### src/rtl/char_raster_pkg.sv
package char_raster_pkg;

   typedef struct packed {
      logic hblank;
      logic vblank;
      logic hdrive;
      logic vdrive;
   } raster_flags_t;

   function automatic int max_int(input int a, input int b);
      return (a > b) ? a : b;
   endfunction

   function automatic bit is_pow2(input int v);
      return (v > 0) && ((v & (v - 1)) == 0);
   endfunction

endpackage

### src/rtl/crt_dot_phase.sv
module crt_dot_phase #(
   parameter int DOTS = 8
) (
   input  logic clk,
   input  logic rst,
   input  logic narrow_mode,
   input  logic col_even,
   output logic char_tick,
   output logic shift_en,
   output logic latch_stb
);
   import char_raster_pkg::*;

   localparam int PH_W = (DOTS > 1) ? $clog2(DOTS) : 1;

   logic [PH_W-1:0] phase_q;
   logic            phase_last;

   generate
      if (is_pow2(DOTS)) begin : g_pow2
         // natural binary wrap, no compare needed
         assign phase_last = &phase_q;
         always_ff @(posedge clk) begin
            if (rst) phase_q <= '0;
            else     phase_q <= phase_q + 1'b1;
         end
      end else begin : g_cmp
         assign phase_last = (int'(phase_q) == DOTS - 1);
         always_ff @(posedge clk) begin
            if (rst)             phase_q <= '0;
            else if (phase_last) phase_q <= '0;
            else                 phase_q <= phase_q + 1'b1;
         end
      end
   endgenerate

   assign char_tick = phase_last;
   // wide characters: shift on odd dots, two cells give DOTS shifts
   assign shift_en  = narrow_mode ? phase_q[0] : 1'b1;
   assign latch_stb = (phase_q == '0) && (!narrow_mode || col_even);

endmodule

### src/rtl/crt_mod_counter.sv
module crt_mod_counter #(
   parameter int W = 4
) (
   input  logic         clk,
   input  logic         rst,
   input  logic         step,
   input  logic [W-1:0] last,
   output logic [W-1:0] count,
   output logic         wrap
);
   logic [W-1:0] cnt_q;
   logic         at_end;

   // >= keeps a count that lies above a newly lowered limit bounded
   assign at_end = (cnt_q >= last);
   assign wrap   = step && at_end;

   always_ff @(posedge clk) begin
      if (rst)       cnt_q <= '0;
      else if (wrap) cnt_q <= '0;
      else if (step) cnt_q <= cnt_q + 1'b1;
   end

   assign count = cnt_q;

endmodule

### src/rtl/crt_decode.sv
module crt_decode #(
   parameter int COL_W      = 7,
   parameter int ROW_W      = 5,
   parameter int COLS_SHOWN = 64,
   parameter int ROWS_SHOWN = 16,
   parameter int HD_FIRST   = 68,
   parameter int HD_LEN     = 8,
   parameter int COL_AW     = 6,
   parameter int ROW_AW     = 4
) (
   input  logic                       narrow_mode,
   input  logic [COL_W-1:0]           col,
   input  logic [ROW_W-1:0]           row,
   output char_raster_pkg::raster_flags_t flags,
   output logic [ROW_AW+COL_AW-1:0]   addr
);
   logic col_lsb;

   always_comb begin
      flags.hblank = int'(col) >= COLS_SHOWN;
      flags.hdrive = (int'(col) >= HD_FIRST) && (int'(col) < HD_FIRST + HD_LEN);
      flags.vblank = int'(row) >= ROWS_SHOWN;
      flags.vdrive = int'(row) >= ROWS_SHOWN;
   end

   assign col_lsb = col[0] & ~narrow_mode;

   generate
      if (COL_AW > 1) begin : g_wide_col
         assign addr = {row[ROW_AW-1:0], col[COL_AW-1:1], col_lsb};
      end else begin : g_one_col
         assign addr = {row[ROW_AW-1:0], col_lsb};
      end
   endgenerate

endmodule

### src/rtl/char_raster_timer.sv
module char_raster_timer #(
   parameter int DOTS_PER_CHAR = 8,
   parameter int COLS_TOTAL    = 80,
   parameter int COLS_SHOWN    = 64,
   parameter int LINES_PER_ROW = 12,
   parameter int ROWS_60       = 22,
   parameter int ROWS_50       = 26,
   parameter int ROWS_SHOWN    = 16,
   parameter int HD_FIRST      = 68,
   parameter int HD_LEN        = 8,
   localparam int COL_W  = $clog2(COLS_TOTAL),
   localparam int LINE_W = $clog2(LINES_PER_ROW),
   localparam int ROW_W  = $clog2((ROWS_50 > ROWS_60) ? ROWS_50 : ROWS_60),
   localparam int ADDR_W = $clog2(ROWS_SHOWN) + $clog2(COLS_SHOWN)
) (
   input  logic              clk,
   input  logic              rst,
   input  logic              narrow_mode,
   input  logic              std_50hz,
   output logic              shift_en,
   output logic              latch_stb,
   output logic [COL_W-1:0]  col_count,
   output logic [LINE_W-1:0] line_count,
   output logic [ROW_W-1:0]  row_count,
   output logic              hblank,
   output logic              vblank,
   output logic              disp_en,
   output logic              hdrive,
   output logic              vdrive,
   output logic [ADDR_W-1:0] scan_addr
);
   import char_raster_pkg::*;

   localparam int COL_AW = $clog2(COLS_SHOWN);
   localparam int ROW_AW = $clog2(ROWS_SHOWN);

   // elaboration-time parameter checks
   if (DOTS_PER_CHAR < 2 || (DOTS_PER_CHAR % 2) != 0) begin : g_bad_dots
      $error("DOTS_PER_CHAR must be even and at least 2");
   end
   if (!is_pow2(COLS_SHOWN) || COLS_SHOWN < 2 || COLS_SHOWN > COLS_TOTAL) begin : g_bad_cols
      $error("COLS_SHOWN must be a power of two not above COLS_TOTAL");
   end
   if ((COLS_TOTAL % 2) != 0) begin : g_bad_total
      $error("COLS_TOTAL must be even");
   end
   if (LINES_PER_ROW < 2) begin : g_bad_lines
      $error("LINES_PER_ROW must be at least 2");
   end
   if (!is_pow2(ROWS_SHOWN) || ROWS_SHOWN < 2 || ROWS_SHOWN >= ROWS_60 || ROWS_SHOWN >= ROWS_50) begin : g_bad_rows
      $error("ROWS_SHOWN must be a power of two below both frame lengths");
   end
   if (HD_LEN < 1 || HD_FIRST < COLS_SHOWN || HD_FIRST + HD_LEN > COLS_TOTAL) begin : g_bad_hd
      $error("horizontal drive window must lie inside the blanked columns");
   end

   logic             chr_tick;
   logic             col_wrap;
   logic             line_wrap;
   logic             row_wrap;
   logic [ROW_W-1:0] row_last;
   raster_flags_t    flags;

   crt_dot_phase #(.DOTS(DOTS_PER_CHAR)) u_phase (
      .clk         (clk),
      .rst         (rst),
      .narrow_mode (narrow_mode),
      .col_even    (~col_count[0]),
      .char_tick   (chr_tick),
      .shift_en    (shift_en),
      .latch_stb   (latch_stb)
   );

   crt_mod_counter #(.W(COL_W)) u_col (
      .clk   (clk),
      .rst   (rst),
      .step  (chr_tick),
      .last  (COL_W'(COLS_TOTAL - 1)),
      .count (col_count),
      .wrap  (col_wrap)
   );

   crt_mod_counter #(.W(LINE_W)) u_line (
      .clk   (clk),
      .rst   (rst),
      .step  (col_wrap),
      .last  (LINE_W'(LINES_PER_ROW - 1)),
      .count (line_count),
      .wrap  (line_wrap)
   );

   assign row_last = std_50hz ? ROW_W'(ROWS_50 - 1) : ROW_W'(ROWS_60 - 1);

   crt_mod_counter #(.W(ROW_W)) u_row (
      .clk   (clk),
      .rst   (rst),
      .step  (line_wrap),
      .last  (row_last),
      .count (row_count),
      .wrap  (row_wrap)
   );

   crt_decode #(
      .COL_W      (COL_W),
      .ROW_W      (ROW_W),
      .COLS_SHOWN (COLS_SHOWN),
      .ROWS_SHOWN (ROWS_SHOWN),
      .HD_FIRST   (HD_FIRST),
      .HD_LEN     (HD_LEN),
      .COL_AW     (COL_AW),
      .ROW_AW     (ROW_AW)
   ) u_dec (
      .narrow_mode (narrow_mode),
      .col         (col_count),
      .row         (row_count),
      .flags       (flags),
      .addr        (scan_addr)
   );

   assign hblank  = flags.hblank;
   assign vblank  = flags.vblank;
   assign hdrive  = flags.hdrive;
   assign vdrive  = flags.vdrive;
   assign disp_en = ~flags.hblank & ~flags.vblank;

   logic unused_row_wrap;
   assign unused_row_wrap = row_wrap;

endmodule

### config.mk
export PLATFORM = sky130hd
export DESIGN_NAME = char_raster_timer
export DESIGN_NICKNAME = d
export VERILOG_FILES = /design/src/rtl/char_raster_pkg.sv /design/src/rtl/crt_dot_phase.sv /design/src/rtl/crt_mod_counter.sv /design/src/rtl/crt_decode.sv /design/src/rtl/char_raster_timer.sv
export SDC_FILE = /design/constraint.sdc
export NUM_CORES = 1
export LEC_CHECK = 0
export CAP_MARGIN = 25
export CORE_ASPECT_RATIO = 1.75
export CORE_MARGIN = 2
export CORE_UTILIZATION = 30
export CTS_CLUSTER_DIAMETER = 50
export DETAILED_ROUTE_END_ITERATION = 6
export GPL_TIMING_DRIVEN = 0
export PLACE_DENSITY_LB_ADDON = 0.12
export SYNTH_ARGS = -nofsm -noshare
export SYNTH_HDL_FRONTEND = slang
export SYNTH_HIERARCHICAL = 1
export SYNTH_SLANG_ARGS = --single-unit
### constraint.sdc
create_clock -name clk -period 3.1 [get_ports clk]
set_input_delay 0.775 -clock clk [delete_from_list [all_inputs] [get_ports clk]]
set_output_delay 0.775 -clock clk [all_outputs]
set_load 0.1 [all_outputs]
=== Yosys cells after proc, flatten, opt, wreduce, memory -nomap -nowiden ===
Cells that the tools add are included.

* Bits of input ports: 4
* Flip-flop bits (word level): 19

* Add/subtract/negate cells: 4
* Bitwise logic cells: 6
* Reduce and logical (&&, ||, !) cells: 12
* Order comparisons: 7
* Multiplexer cells: 2

{| class="wikitable"
|+ Operator list
! operator !! count
|-
| greater-or-equal comparator 7 bit (second input constant) || 3
|-
| adder 7 x 1 -> 7 bit (second input constant) || 1
|-
| < comparator 7 bit (second input constant) || 1
|-
| OR reduction 2 bit || 3
|-
| adder 5 x 1 -> 5 bit (second input constant) || 1
|-
| greater-or-equal comparator 5 bit || 1
|-
| greater-or-equal comparator 5 bit (second input constant) || 1
|-
| logical AND 1 bit || 5
|-
| adder 4 x 1 -> 4 bit (second input constant) || 1
|-
| greater-or-equal comparator 4 bit (second input constant) || 1
|-
| 2-to-1 mux 4 bit || 1
|-
| inverter 1 bit || 4
|-
| adder 3 x 1 -> 3 bit (second input constant) || 1
|-
| logical NOT 3 bit || 1
|-
| AND reduction 3 bit || 1
|-
| AND 1 bit || 2
|-
| logical NOT 1 bit || 1
|-
| logical OR 1 bit || 1
|-
| 2-to-1 mux 1 bit || 1
|}

=== Depth between registers and ports, before layout ===
Gate-level depths: netlist (run 1).

* Depth in word-level cells: 5
* Gate-level depth with buffers: 12

=== By module ===
Netlist (run 1), hierarchy kept.

{| class="wikitable"
|+ Modules (own cells, without submodules)
! module !! area each (sq um) !! cells an instance !! seq. area each (sq um) !! times used
|-
| crt_mod_counter (u_col) || 508.0 || 57 || 140.1 || 1
|-
| crt_mod_counter (u_row) || 387.9 || 46 || 100.1 || 1
|-
| crt_mod_counter (u_line) || 324.1 || 35 || 80.1 || 1
|-
| crt_dot_phase || 151.4 || 14 || 60.1 || 1
|-
| crt_decode || 120.1 || 16 || 0.0 || 1
|-
| char_raster_timer || 18.8 || 5 || 0.0 || 1
|}

=== Worst setup path after synthesis (run 1) ===
OpenSTA, ideal clock, no wires.

* Path kind: register to output
* From: register u_row.cnt_q[4] (netlist: u_row/count[4])
* To: output port disp_en
* Data arrival time: 3042 ps
* Stages on the path, launching flop included: 4
* Path slack: -717 ps
* Data required time: 2325 ps
* Cells stage by stage: dfxtp_1 > clkbuf_1 > buf_4 > nor2_1

* Cells in the longest elaborated chain, start to end: 3

{| class="wikitable"
|+ Ends and longest elaborated chain
! element !! line !! RTL
|-
| from (decl) || crt_mod_counter.sv:11 || <nowiki>logic [W-1:0] cnt_q;</nowiki>
|-
| from (signal assigned) || crt_mod_counter.sv:21 || <nowiki>else if (step) cnt_q <= cnt_q + 1'b1;</nowiki>
|-
| greater-or-equal comparator 5 bit || -- ||
|-
| via vdrive || char_raster_timer.sv:29 || <nowiki>output logic vdrive,</nowiki>
|-
| inverter 1 bit || char_raster_timer.sv:124 || <nowiki>assign disp_en = ~flags.hblank & ~flags.vblank;</nowiki>
|-
| AND 1 bit || char_raster_timer.sv:124 ||
|-
| to (decl) || char_raster_timer.sv:27 || <nowiki>output logic disp_en,</nowiki>
|}

The timed path passes the listed nets, and every way through them passes these cells.

=== Worst setup path in the final report (run 1) ===
* From: register u_col.cnt_q[2] (netlist: u_col/count[2])
* To: output port hdrive

* Cells in the longest elaborated chain, start to end: 2

{| class="wikitable"
|+ Ends and longest elaborated chain
! element !! line !! RTL
|-
| from (decl) || crt_mod_counter.sv:11 ||
|-
| from (signal assigned) || crt_mod_counter.sv:21 ||
|-
| greater-or-equal comparator 7 bit / < comparator 7 bit (equally long branches) || crt_decode.sv:21 || <nowiki>flags.hdrive = (int'(col) >= HD_FIRST) && (int'(col) < HD_FIRST + HD_LEN);</nowiki>
|-
| logical AND 1 bit * || crt_decode.sv:21 ||
|-
| to (decl) || char_raster_timer.sv:28 || <nowiki>output logic hdrive,</nowiki>
|}

Every way passes the cells marked *; elsewhere a longest branch is shown, timed or not.

==> results.sh, run 1 <==
export IMPL_cts_max_path_buffers=2
export IMPL_initial_core_util=0.3074
export IMPL_die_h_um=97.67
export IMPL_ctsHoldBuffers=0
export IMPL_synth_avg_cell_area_um2=8.744
export IMPL_gp_congestion=0.7251
export IMPL_firstDrtPassIters=4
export IMPL_drc=0
export IMPL_status="complete, no violations"
export IMPL_die_w_um=57.52
export IMPL_cts_setup_buffers=0
export IMPL_viasPerCell=4.493
export IMPL_slew_headroom=0.3466
export IMPL_vias=1249
export IMPL_fin_crit_ns=2.977
export IMPL_htreeDepth=1
export IMPL_hold_viol=0
export IMPL_worst_pin_slew_ns=0.9770
export IMPL_grt_first_pass_wirelength_mm=5.375
export IMPL_cts_sink_count=19
export IMPL_path_buf_inv=1
export IMPL_drt_iter0_drc=14
export IMPL_fin_setup_tns_ns=0
export IMPL_fmax_ghz=0.3359
export IMPL_drtAntennaViolNets=0
export IMPL_rsz0062_at_grt="no"
export IMPL_post_drt_wl_per_cell_um=11.07
export IMPL_first_global_vias=1230
export IMPL_drive_above_1_share=0.1607
export IMPL_grt_max_degree=13
export IMPL_drt_wl_total_mm=3.077
export IMPL_finalSetupViolCount=0
export IMPL_cts_buffers_inserted=3
export IMPL_skew_ns=0.005554
export IMPL_grt_overflow_total=0
export IMPL_cp_slowest_cell="clkdlybuf4s50_1"
export IMPL_critPathCaptureType="output port"
export IMPL_place_hpwl_mm=2.466
export IMPL_syn_inst=172
export IMPL_synth_area_um2=1504
export IMPL_std_cell_rows=34
export IMPL_port_buffer_count=36
export IMPL_path_delay_family="buffers and inverters"
export IMPL_ys_warn_count=6
export IMPL_startpoint_type="register"
export IMPL_clk_pin_slew_ns=0.07
export IMPL_placeableCoreArea_um2=4892
export IMPL_fillers=487
export IMPL_crit_chain="xnor2_1, nor4b_4, clkdlybuf4s50_1"
export IMPL_cp_required_ns=2.32
export IMPL_clock_root_buffer="clkbuf_8"
export IMPL_maxCapViolations=0
export IMPL_dieArea_um2=5618
export IMPL_area_growth_pct=35.94
export IMPL_clk_latency_ns=0.25
export IMPL_leakage_nw=0.9420
export IMPL_finalPower_mw=0.5027
export IMPL_ff2ff_setup_slack_ns=0.53
export IMPL_critPathKind="reg -> out"
export IMPL_cts_tree="done"
export IMPL_crit_arrival_ns=2.20
export IMPL_final_max_slew_viol_count=0
export IMPL_nets=251
export IMPL_io_pins=37
export IMPL_antenna_found_initial=0
export IMPL_grtUsageTotal=0.1177
export IMPL_fin_crit_sh=0.9603
export IMPL_slowest_delay_ns=1.16
export IMPL_insertedDiodeCount=0
export IMPL_vdd_drop_max_mv=0.1575
export IMPL_power_density_nw_per_um2=245.9
export IMPL_min_path_type="reg -> reg"
export IMPL_cp_max_fo=7
[layer usage]
metal | routed length, um | GRT usage | up-vias
met2 | 1708 | 0.2273 | 16
met3 | 81 | 0.01598 | 2
li1 | - | - | 659
met5 | 0 | 0 | -
met1 | 1262 | 0.1238 | 572
met4 | 24 | 0.03757 | 0
[metrics by stage]
| stage | hold slack, ns | instance area (um2) | utilization | cells | setup WS, ns |
|---|---|---|---|---|---|
| floorplan | 0.4154 | 1570 | - | 184 | 0.1287 |
| finish | 0.4506 | 2044 | 0.4179 | 278 | 0.1229 |
| global placement | 0.4321 | 1998 | 0.4084 | 274 | -0.3642 |
| global route | 0.4922 | 2044 | 0.4179 | 278 | 0.03736 |
| CTS | 0.4571 | 2044 | 0.4179 | 278 | 0.08579 |
| detailed placement | 0.4415 | 1998 | 0.4084 | 274 | -0.3595 |
[power breakdown]
part | internal, mW | switching [mW]
clock network | 0.0912 | 0.0788
registers | 0.247 | 0.00208
logic | 0.0307 | 0.0527
total | 0.369 | 0.134
[registers in the layout, indices dropped and copies added, names as in the netlist]
register and count:
u_line/count 4, u_col/count 7, u_phase/phase_q 3, u_row/count 5
[cells in the final DEF (no fill, tap or decap), drive strengths merged]
cell	count
a211oi	1
o311ai	1
xor2	7
ha	22
a2111oi	2
and2	1
xnor2	4
nand2	6
clkdlybuf4s50	33
o21ai	3
o21bai	1
nand4	6
nor2	16
dlygate4sd2	1
dfxtp	19
o22ai	1
clkbuf	7
mux2i	2
nor2b	5
a41o	1
nand2b	6
and3	2
o31a	1
nor3	4
inv	22
conb	14
nor3b	2
a21oi	8
nand3	3
buf	13
o21a	2
nor4b	1
o211ai	3
a21o	2
clkdlybuf4s15	2
[final timing paths]
check                startpoint                 end  cells after the start
max              u_col/count[2]              hdrive                      3
min          u_phase/phase_q[0]  u_phase/phase_q[0]                      1
max reg2reg      u_col/count[0]      u_row/count[0]                     12
min reg2reg  u_phase/phase_q[0]  u_phase/phase_q[0]                      1
[area by class of cell]
cell class | count | area [um2] | area share
Inverter | 22 | 82.58 | 0.04039
Clock buffer | 4 | 45.04 | 0.02203
Sequential cell | 19 | 382.9 | 0.1873
Buffer | 16 | 110.1 | 0.05386
Timing Repair Buffer | 36 | 361.6 | 0.1769
Multi-Input combinational cell | 127 | 994.7 | 0.4865
Tap cell | 54 | 67.56 | 0.03305
[repair_timing]
item,CTS,global route
gates resized for setup,7,0
endpoints found under the hold margin,0,0
endpoints found under the setup margin,3,0
No activity file was read; power rests on OpenSTA's default activity.
==> run 2, diff against run 1 <==
- GPL_ROUTABILITY_DRIVEN: unset -> 0
==> results of run 2 <==
No change in the layout: final DEF, timing and power equal those of run 1.
==> run 3, diff against run 2 <==
- CORE_MARGIN: 2 -> unset
==> results.sh, run 3 (same netlist as run 1, synthesis figures left out) <==
export IMPL_finalSetupViolCount=0
export IMPL_status="complete, no violations"
export IMPL_cts_tree="done"
export IMPL_vdd_drop_max_mv=0.1690
export IMPL_cts_max_path_buffers=2
export IMPL_clock_root_buffer="clkbuf_8"
export IMPL_grtUsageTotal=0.1144
export IMPL_drc=0
export IMPL_cts_buffers_inserted=3
export IMPL_fmax_ghz=0.3355
export IMPL_std_cell_rows=33
export IMPL_cts_sink_count=19
export IMPL_initial_core_util=0.3167
export IMPL_placeableCoreArea_um2=4748
export IMPL_finalHoldWorstSlack_ns=0.4500
export IMPL_fin_crit_sh=0.9615
export IMPL_grt_first_pass_wirelength_mm=4.864
export IMPL_startpoint_type="register"
export IMPL_switching_power_mw=0.1364
export IMPL_min_path_type="reg -> reg"
export IMPL_p_seq_frac=0.495
export IMPL_grt_overflow_total=0
export IMPL_htreeDepth=1
export IMPL_post_place_ws_ns=-0.3672
export IMPL_layout_commonest_cell="clkdlybuf4s50_1"
export IMPL_die_w_um=55.52
export IMPL_final_max_slew_viol_count=0
export IMPL_fillers=481
export IMPL_rsz0062_at_grt="no"
export IMPL_finish_utilization=0.4290
export IMPL_p_comb_frac=0.165
export IMPL_slew_headroom=0.3488
export IMPL_rr_worst_depth=12
export IMPL_drive_above_1_share=0.1652
export IMPL_final_cell_mix="clkdlybuf4s50_1, inv_1, ha_1"
export IMPL_drtAntennaViolNets=0
export IMPL_area_growth_pct=35.44
export IMPL_insertedDiodeCount=0
export IMPL_slowest_delay_ns=1.16
export IMPL_skew_ns=0.001053
export IMPL_leakage_nw=0.9456
export IMPL_critPathCaptureType="output port"
export IMPL_hold_viol=0
export IMPL_drt_iter0_drc=8
export IMPL_fin_crit_ns=2.981
export IMPL_vias=1233
export IMPL_p_int_mw=0.3671
export IMPL_crit_arrival_ns=2.21
export IMPL_worst_pin_slew_ns=0.9737
export IMPL_critPathKind="reg -> out"
export IMPL_firstDrtPassIters=4
export IMPL_maxCapViolations=0
export IMPL_cp_required_ns=2.32
export IMPL_hold_depth=1
export IMPL_antenna_found_initial=0
export IMPL_grt_max_degree=13
export IMPL_clkPwrFrac=0.339
export IMPL_post_drt_wl_per_cell_um=10.35
export IMPL_first_global_vias=1157
export IMPL_largest_register_ffs=7
export IMPL_viasPerCell=4.467
export IMPL_p_sw_frac=0.2709
export IMPL_ctsHoldBuffers=0
export IMPL_path_delay_family="buffers and inverters"
export IMPL_crit_chain="xnor2_1, nor4b_4, clkdlybuf4s50_1"
export IMPL_power_density_nw_per_um2=247.2
export IMPL_io_pins=37
export IMPL_nets=251
export IMPL_clk_pin_slew_ns=0.07
export IMPL_place_hpwl_mm=2.363
export IMPL_cp_max_fo=7
export IMPL_die_h_um=95.67
export IMPL_clk_latency_ns=0.25
export IMPL_path_buf_inv=1
export IMPL_dieArea_um2=5311
export IMPL_cp_slowest_cell="clkdlybuf4s50_1"
export IMPL_port_buffer_count=36
export IMPL_path_depth=3
export IMPL_worst_slack_ns=0.1194
export IMPL_drt_wl_total_mm=2.857
## run 3: final timing paths
path / from / endpoint / slack, ns
worst max register to register: u_col/count[0] / u_row/count[0] / 0.55
worst max-delay path: u_col/count[2] / hdrive / 0.12
worst min-delay path: u_phase/phase_q[0] / u_phase/phase_q[0] / 0.45
worst min register to register: u_phase/phase_q[0] / u_phase/phase_q[0] / 0.45
## run 3: final cells by class
type | instances | area, um2 | share of cell area
Multi-Input combinational cell | 127 | 994.7 | 0.4883
Sequential cell | 19 | 382.9 | 0.1880
Timing Repair Buffer | 36 | 355.3 | 0.1744
Clock inverter | 1 | 5.005 | 0.002457
Buffer | 16 | 110.1 | 0.05405
Inverter | 22 | 82.58 | 0.04054
Tap cell | 52 | 65.06 | 0.03194
Clock buffer | 3 | 41.29 | 0.02027
## run 3: repair_timing
item,CTS,global route
endpoints found under the setup margin,3,1
hold endpoints to repair,0,0
gates cloned,0,0
gates resized for setup,5,2
setup buffers,0,0
pin swaps,0,0
## run 3: layer usage
layer / up-vias / routed length (um) / track usage
met5: - / 0 / 0
met4: 0 / 25 / 0.04375
met3: 2 / 76 / 0.01628
met2: 22 / 1634 / 0.2390
met1: 549 / 1119 / 0.1090
li1: 660 / - / -
## run 3: metrics by stage
| step | power [mW] | std cells | cell area (um2) | TNS [ns] |
|---|---|---|---|---|
| floorplan | 0.3200 | 184 | 1570 | 0 |
| global route | 0.5369 | 276 | 2037 | 0 |
| CTS | 0.5170 | 276 | 2041 | 0 |
| finish | 0.5035 | 276 | 2037 | 0 |
| global placement | 0.3397 | 272 | 1996 | -0.7392 |
| detailed placement | 0.3406 | 272 | 1996 | -0.7027 |
## run 3: worst register-to-register path: stages (launching register included)
cell and delay [ns]:
dfxtp_1 0.38, inv_1 0.08, ha_1 0.22, nand2b_4 0.15, a2111oi_4 0.38, nor3_1 0.09
o31a_1 0.32, clkbuf_2 0.18, and2_1 0.16, buf_4 0.15, inv_1 0.05, nor3_1 0.04
a41o_1 0.24
## run 3: power groups by stage
| stage | registers (mW) | clock network [mW] | logic (mW) |
|---|---|---|---|
| global placement | 0.255 | 0 | 0.0848 |
| detailed placement | 0.255 | 0 | 0.0855 |
| CTS | 0.249 | 0.183 | 0.0846 |
| global route | 0.250 | 0.195 | 0.0922 |
| finish | 0.249 | 0.171 | 0.0833 |
| floorplan | 0.255 | 0 | 0.0646 |
